`config.mk`:
```
export PLATFORM = sky130hd
export DESIGN_NAME = netclk_gen
export DESIGN_NICKNAME = d
export VERILOG_FILES = /design/src/rtl/nclk_pkg.sv /design/src/rtl/nclk_ctrl.sv /design/src/rtl/nclk_dpath.sv /design/src/rtl/nclk_linkmon.sv /design/src/rtl/netclk_gen.sv
export SDC_FILE = /design/constraint.sdc
export NUM_CORES = 1
export LEC_CHECK = 0
export BUFFER_PORTS_ARGS = -buffer_cell sky130_fd_sc_hd__buf_2
export CAP_MARGIN = 5
export CORE_ASPECT_RATIO = 1.1
export CORE_UTILIZATION = 45
export DETAILED_ROUTE_END_ITERATION = 7
export SETUP_SLACK_MARGIN = 0.02
export SLEW_MARGIN = 10
export SYNTH_ARGS = -nofsm -noshare
export SYNTH_HDL_FRONTEND = slang
export SYNTH_HIERARCHICAL = 1
export SYNTH_SLANG_ARGS = --single-unit
```
`constraint.sdc`:
```
create_clock -name clk -period 3.2 [get_ports clk]
set_clock_uncertainty 0.2 [all_clocks]
set_input_delay 0.48 -clock clk [delete_from_list [all_inputs] [get_ports clk]]
set_output_delay 0.48 -clock clk [all_outputs]
set_load 0.01 [all_outputs]
```
`src/rtl/nclk_pkg.sv`:
```
package nclk_pkg;
  typedef struct packed {
    logic refTick;
    logic baseWrap;
    logic toggle;
  } nclkStrobe_t;
endpackage

```
`src/rtl/nclk_ctrl.sv`:
```
module nclk_ctrl
  import nclk_pkg::*;
#(
  parameter int BASE_DIV = 3,
  parameter int MAX_DIV  = 5,
  parameter int SEL_W    = 2
) (
  input  logic             clk,
  input  logic             rstN,
  input  logic             tick6,
  input  logic [SEL_W-1:0] divSel,
  input  logic [1:0]       postSel,
  output nclkStrobe_t      strb
);
  localparam int CNT_W  = $clog2(MAX_DIV + 1);
  localparam int POST_W = 2;

  logic             halfPh;
  logic [CNT_W-1:0] baseCnt;
  logic [CNT_W-1:0] tcM1;
  logic [POST_W-1:0] postCnt;
  logic [POST_W-1:0] pcM1;
  logic             refTick;
  logic             baseWrap;
  logic             postTick;

  always_comb begin
    int sumN;
    sumN = BASE_DIV + int'(divSel);
    if (sumN > MAX_DIV) sumN = MAX_DIV;
    tcM1 = CNT_W'(sumN - 1);
  end

  always_comb begin
    case (postSel)
      2'd0:    pcM1 = POST_W'(0);
      2'd1:    pcM1 = POST_W'(1);
      default: pcM1 = POST_W'(3);
    endcase
  end

  assign refTick  = tick6 & halfPh;
  assign baseWrap = refTick & (baseCnt >= tcM1);
  assign postTick = baseWrap & (postCnt >= pcM1);

  always_ff @(posedge clk or negedge rstN) begin
    if (!rstN) halfPh <= 1'b0;
    else if (tick6) halfPh <= ~halfPh;
  end

  always_ff @(posedge clk or negedge rstN) begin
    if (!rstN) baseCnt <= '0;
    else if (baseWrap) baseCnt <= '0;
    else if (refTick) baseCnt <= baseCnt + 1'b1;
  end

  always_ff @(posedge clk or negedge rstN) begin
    if (!rstN) postCnt <= '0;
    else if (postTick) postCnt <= '0;
    else if (baseWrap) postCnt <= postCnt + 1'b1;
  end

  assign strb.refTick  = refTick;
  assign strb.baseWrap = baseWrap;
  assign strb.toggle   = postTick;

  // two reference strobes never fall on back-to-back cycles
  p_ref_spacing_r1: assert property (@(posedge clk) disable iff (!rstN)
    refTick |=> !refTick);

  // reaching the terminal count restarts the base counter
  p_base_restart_r2: assert property (@(posedge clk) disable iff (!rstN)
    (refTick && baseCnt >= tcM1) |=> baseCnt == '0);

  // the postscaler only advances when the base counter wraps
  p_post_hold_r3: assert property (@(posedge clk) disable iff (!rstN)
    !baseWrap |=> $stable(postCnt));
endmodule

```
`src/rtl/nclk_dpath.sv`:
```
module nclk_dpath
  import nclk_pkg::*;
(
  input  logic        clk,
  input  logic        rstN,
  input  nclkStrobe_t strb,
  input  logic        srcEn,
  output logic        netClkOut
);
  logic netClkReg;

  always_ff @(posedge clk or negedge rstN) begin
    if (!rstN) netClkReg <= 1'b0;
    else if (strb.toggle) netClkReg <= ~netClkReg;
  end

  assign netClkOut = netClkReg & srcEn;

  // the clock level moves only on a postscaler strobe
  p_toggle_only_r4: assert property (@(posedge clk) disable iff (!rstN)
    !strb.toggle |=> $stable(netClkReg));

  // a rising output edge needs the source enable
  p_gate_r5: assert property (@(posedge clk) disable iff (!rstN)
    $rose(netClkOut) |-> srcEn);
endmodule

```
`src/rtl/nclk_linkmon.sv`:
```
module nclk_linkmon #(
  parameter int CD_TIMEOUT = 200
) (
  input  logic clk,
  input  logic rstN,
  input  logic rxClk,
  input  logic collA,
  input  logic collB,
  output logic carrierDet,
  output logic collision,
  output logic clearToSend
);
  localparam int TMR_W = $clog2(CD_TIMEOUT + 1);

  logic [1:0]       rxSync;
  logic             rxPrev;
  logic [1:0]       aSync;
  logic [1:0]       bSync;
  logic [TMR_W-1:0] timer;
  logic             rxEdge;

  always_ff @(posedge clk or negedge rstN) begin
    if (!rstN) begin
      rxSync <= '0;
      rxPrev <= 1'b0;
      aSync  <= '0;
      bSync  <= '0;
    end else begin
      rxSync <= {rxSync[0], rxClk};
      rxPrev <= rxSync[1];
      aSync  <= {aSync[0], collA};
      bSync  <= {bSync[0], collB};
    end
  end

  assign rxEdge = rxSync[1] & ~rxPrev;

  always_ff @(posedge clk or negedge rstN) begin
    if (!rstN) timer <= '0;
    else if (rxEdge) timer <= TMR_W'(CD_TIMEOUT);
    else if (timer != '0) timer <= timer - 1'b1;
  end

  assign carrierDet  = (timer != '0);
  assign collision   = aSync[1] & bSync[1];
  assign clearToSend = carrierDet & ~collision;

  // a synchronised rising edge always yields carrier on the next cycle
  p_carrier_rise_r6: assert property (@(posedge clk) disable iff (!rstN)
    rxEdge |=> carrierDet);

  // the last count of the timeout ends the carrier unless retriggered
  p_carrier_drop_r7: assert property (@(posedge clk) disable iff (!rstN)
    (!rxEdge && timer == TMR_W'(1)) |=> !carrierDet);

  // clear-to-send never appears while a collision is flagged
  p_cts_block_r9: assert property (@(posedge clk) disable iff (!rstN)
    collision |-> !clearToSend);
endmodule

```
`src/rtl/netclk_gen.sv`:
```
module netclk_gen
  import nclk_pkg::*;
#(
  parameter int BASE_DIV   = 3,
  parameter int MAX_DIV    = 5,
  parameter int SEL_W      = 2,
  parameter int CD_TIMEOUT = 200
) (
  input  logic             clk,
  input  logic             rstN,
  input  logic             tick6,
  input  logic [SEL_W-1:0] divSel,
  input  logic [1:0]       postSel,
  input  logic             srcEn,
  input  logic             rxClk,
  input  logic             collA,
  input  logic             collB,
  output logic             netClkOut,
  output logic             carrierDet,
  output logic             collision,
  output logic             clearToSend
);
  nclkStrobe_t strb;

  nclk_ctrl #(.BASE_DIV(BASE_DIV), .MAX_DIV(MAX_DIV), .SEL_W(SEL_W)) u_ctrl (
    .clk(clk), .rstN(rstN), .tick6(tick6), .divSel(divSel),
    .postSel(postSel), .strb(strb)
  );

  nclk_dpath u_dpath (
    .clk(clk), .rstN(rstN), .strb(strb), .srcEn(srcEn), .netClkOut(netClkOut)
  );

  nclk_linkmon #(.CD_TIMEOUT(CD_TIMEOUT)) u_link (
    .clk(clk), .rstN(rstN), .rxClk(rxClk), .collA(collA), .collB(collB),
    .carrierDet(carrierDet), .collision(collision), .clearToSend(clearToSend)
  );
endmodule

```
After elaboration in Yosys (flattened, before gate mapping)
Index checks and enable logic that the tools add are counted.
{ "op_classes": {"n_addsub": 5, "order_cmp": 3, "eq_ne": 1, "muxes": 8, "bitwise": 11, "reduce_logical": 5} }
{ "ops": {"columns": ["operator", "n"], "rows": [
  ["$gt A32 B4 Y1 const B", 1],
  ["$mux W8", 2],
  ["$mux W3", 3],
  ["$reduce_bool A8 Y1", 1],
  ["$sub A8 B1 Y8 const B", 1],
  ["$and A1 B1 Y1", 7],
  ["$reduce_bool A2 Y1", 3],
  ["$mux W2", 2],
  ["$not A1 Y1", 4],
  ["$pmux W2 S2", 1],
  ["$add A2 B2 Y3 const A", 1],
  ["$add A3 B1 Y3 const B", 1],
  ["$ge A3 B3 Y1", 1],
  ["$sub A3 B2 Y3 const B", 1],
  ["$add A2 B1 Y2 const B", 1],
  ["$eq A2 B1 Y1 const B", 1],
  ["$ge A2 B2 Y1", 1],
  ["$logic_not A2 Y1", 1]
]} }
{ "totals": {"register_bits": 22, "in_bits": 11, "output_inout_bits": 4, "elab_cells": 42} }

Longest topological paths before layout
{ "depth": {"word_depth": 8, "depth_mapped": 7, "depth_no_buf": 6} }

By module
The synthesis kept the hierarchy.
{ "modules_own_cells": {"columns": ["mod", "n_inst", "cells_per_inst", "area_per_inst_um2"], "rows": [
  ["nclk_linkmon", 1, 59, 651.9],
  ["nclk_ctrl", 1, 48, 466.7],
  ["nclk_dpath", 1, 3, 41.3]
]} }

Worst setup path before layout
Ideal clock, no wire load.
{ "synth_path": {"kind": "flip-flop to output port", "startpoint": "register u_link.timer[0]", "endpoint": "output port carrierDet", "arrival_ns": 1.339, "path_slack_ns": 1.181, "stages_incl_launch_ff": 6, "n_path_buf": 0, "path_cell_list": "dfrtp_1 inv_1 ha_1 or3b_2 nor2_1 inv_1"} }
{ "synth_between": {"elab_chain_len": 1} }
{ "synth_rtl": {"columns": ["item", "line_no", "text"], "rows": [
  ["start, declared", "nclk_linkmon.sv:19", "logic [TMR_W-1:0] timer;"],
  ["start signal, assigned", "nclk_linkmon.sv:40", "else if (rxEdge) timer <= TMR_W'(CD_TIMEOUT);"],
  ["start signal, assigned", "nclk_linkmon.sv:41", "else if (timer != '0) timer <= timer - 1'b1;"],
  ["$reduce_bool A8 Y1", "nclk_linkmon.sv:44", "assign carrierDet = (timer != '0);"],
  ["end, declared", "netclk_gen.sv:19", "output logic carrierDet,"]
]} }
Every way passes these cells.

Final worst setup path
Same ends and word-level chain as after synthesis.

==> impl_metrics.ini <==
[outcome]
run_status = finished, final reports clean

[global_route]
global_route_usage_over_all_layers = 0.167
grt_pass1_vias = 793
largest_net_degree_at_the_start_of_global_routing = 23
grt_antenna_before_repair = 0
grt_remaining_overflow = 0
grt_pass1_wl_um = 3360

[clocking]
skew_pair_late_insertion_delay_ns = 0.30
cts_h_tree_depth = 1
clock_tree.buffer_depth = 2
tritoncts.num_buffers = 3
cts.root.buffer_cell = sky130_fd_sc_hd__clkbuf_4
clk_pin_slew_worst_paths_ns = 0.11
cts_tree = built
cts_num_sinks = 22

[worst_setup_path]
cp_data_arrival_time_ns = 1.96
worst_path_dominant_cell_family = simple AND/OR/NAND/NOR gates
critPathKind = flip-flop to primary output
timing.critical_path.to_type = primary output
crit_path_max_fanout = 4
crit_path_cell_trace = inv_1 -> ha_1 -> or3b_2 -> nor2_1 -> inv_1 -> buf_2
worstSetupStartpointType = flip-flop
crit_top_cell = sky130_fd_sc_hd__inv_1
critical-path-slowest-cell = sky130_fd_sc_hd__or3b_2
r2r_cells = 6
crit_required_ns = 2.52
critical_path.max_stage_delay_ns = 0.48
logic_depth_of_the_worst_path_buffers_included = 6
worstPathBufferInverterCount = 3

[power]
internal_power_uw = 559
ir_drop_mv = 0.535
power.net_switching_uw = 342
p_seq_frac = 0.480
leakagePower_uw = 0.000559
p_clk_frac = 0.132
power_switching_share = 0.380
power_frac_comb = 0.389
power_density_mw_per_mm2 = 710

[placement]
place_area_mm2 = 0.00124
preCtsSetupSlack_ns = 0.919
gp_congestion = 0.751
place_hpwl_um = 1480
numPortBuffers = 14

[floorplanning]
die_area_mm2 = 0.00275
core_area_mm2 = 0.00232
count_of_boundary_i_o_pins = 15
dieWidth_um = 50.1
fp-row-count = 18
initial_standard_cell_utilization_of_the_core = 0.494
die_height_um = 54.9

[timing]
worst_slew_margin_rel = 0.679
setup_total_negative_slack_ns = 0
setup_slack_ns = 0.561
final.min_clock_period_ns = 2.64
finalHoldViolations = 0
rsz_0062_raised_after_global_routing = no
finalMaxSlewViolations = 0
setup_viol = 0
tightestPinTransition_ns = 0.482
layout_worst_path_cycle_share = 0.825
achievable-frequency_mhz = 379

[logic_synthesis]
average_cell_area_after_synthesis_um2 = 10.6
syn-cell-area_mm2 = 0.00114
synth_nets = 127
syn_inst = 108
synth_warnings = 6

[detailed_routing]
drt-total-wl_um = 1950
detail_route.drc_violations = 0
drtPass1Iterations = 4
first_iter_violations = 11
vias_per_cell = 5.41
antenna_violating_nets_post_route = 0
vias = 827
wire_per_inst_um = 12.8

[final_layout]
syn2layout_area_growth_pct = 10.9
finalInstanceArea_mm2 = 0.00127
count_of_antenna_diodes_in_the_layout = 0
drive_above_1_share = 0.260
final_net_count = 144

[hold_path]
hp-class = primary input to flip-flop
hold_path_depth = 1

[flow_run]
maxCapViolCount = 0
power groups by stage:
| stage | combinational (uW) | clock [uW] | sequential (uW) |
|---|---|---|---|
| after floorplan | 282 | 0 | 419 |
| after global placement | 335 | 0 | 434 |
| after detailed placement | 349 | 0 | 438 |
| after CTS | 352 | 127 | 432 |
| after global routing | 401 | 137 | 448 |
| final | 351 | 119 | 433 |
state kept, by name (all words and copies together), names as in the netlist:
register and count:
u_link/rxSync 2, u_link/rxPrev 1, u_ctrl/baseCnt 3, u_dpath/netClkReg 1, u_link/bSync 2, u_ctrl/halfPh 1
u_ctrl/postCnt 2, u_link/aSync 2, u_link/timer 8
cell type report:
class / count / area, um2
Clock buffer: 3 / 22.5
Fill cell: 213 / 1050
Inverter: 9 / 33.8
Multi-Input combinational cell: 74 / 546
Sequential cell: 22 / 551
Tap cell: 30 / 37.5
Timing Repair Buffer: 15 / 80.1
stage by stage:
step | utilization | hold slack (ns) | cells | power, uW
2_1_floorplan | - | -0.0156 | 108 | 701
3_3_place_gp | 0.533 | 0.136 | 149 | 769
3_5_place_dp | 0.533 | 0.136 | 149 | 787
4_1_cts | 0.547 | 0.0644 | 153 | 911
5_1_grt | 0.547 | 0.0514 | 153 | 986
6_report | 0.547 | 0.0793 | 153 | 902
per-layer routing:
layer | up-vias | part of all wire | track usage
li1 | 415 | - | -
met2 | 16 | 0.47 | 0.282
met4 | 0 | 0.0061 | 0.0810
met3 | 2 | 0.034 | 0.0328
met1 | 394 | 0.49 | 0.207
met5 | - | 0 | 0
path summary, 6_finish.rpt:
path | start | endpoint | slack (ns)
max in group asynchronous | rstN | u_ctrl/baseCnt[1] | 2.01
min | collA | u_link/aSync[0] | 0.08
min reg2reg | u_link/rxSync[0] | u_link/rxSync[1] | 0.16
min in group asynchronous | rstN | u_link/timer[2] | 0.46
max | u_link/timer[0] | carrierDet | 0.56
max reg2reg | u_link/timer[0] | u_link/timer[1] | 1.15
cells in the final DEF, fill, tap and decap left out, types with 3 or more instances in the layout:
| cell type | count |
|---|---|
| sky130_fd_sc_hd__clkbuf_4 | 3 |
| sky130_fd_sc_hd__ha_1 | 8 |
| sky130_fd_sc_hd__inv_1 | 8 |
| sky130_fd_sc_hd__buf_2 | 14 |
| sky130_fd_sc_hd__dfrtp_1 | 22 |
| sky130_fd_sc_hd__nor3_1 | 3 |
| sky130_fd_sc_hd__nand2b_1 | 3 |
| sky130_fd_sc_hd__o21ai_0 | 8 |
| sky130_fd_sc_hd__nor2b_1 | 3 |
| sky130_fd_sc_hd__nand3_1 | 6 |
| sky130_fd_sc_hd__nor2_1 | 5 |
| sky130_fd_sc_hd__a21oi_1 | 4 |
timing repair:
item | in CTS | in global routing
hold endpoints to repair | 22 | 0
hold buffers | 1 | 0
buffers inserted | 0 | 0
resized for setup | 0 | 0
Note: power is estimated with default switching activity, not from simulation.
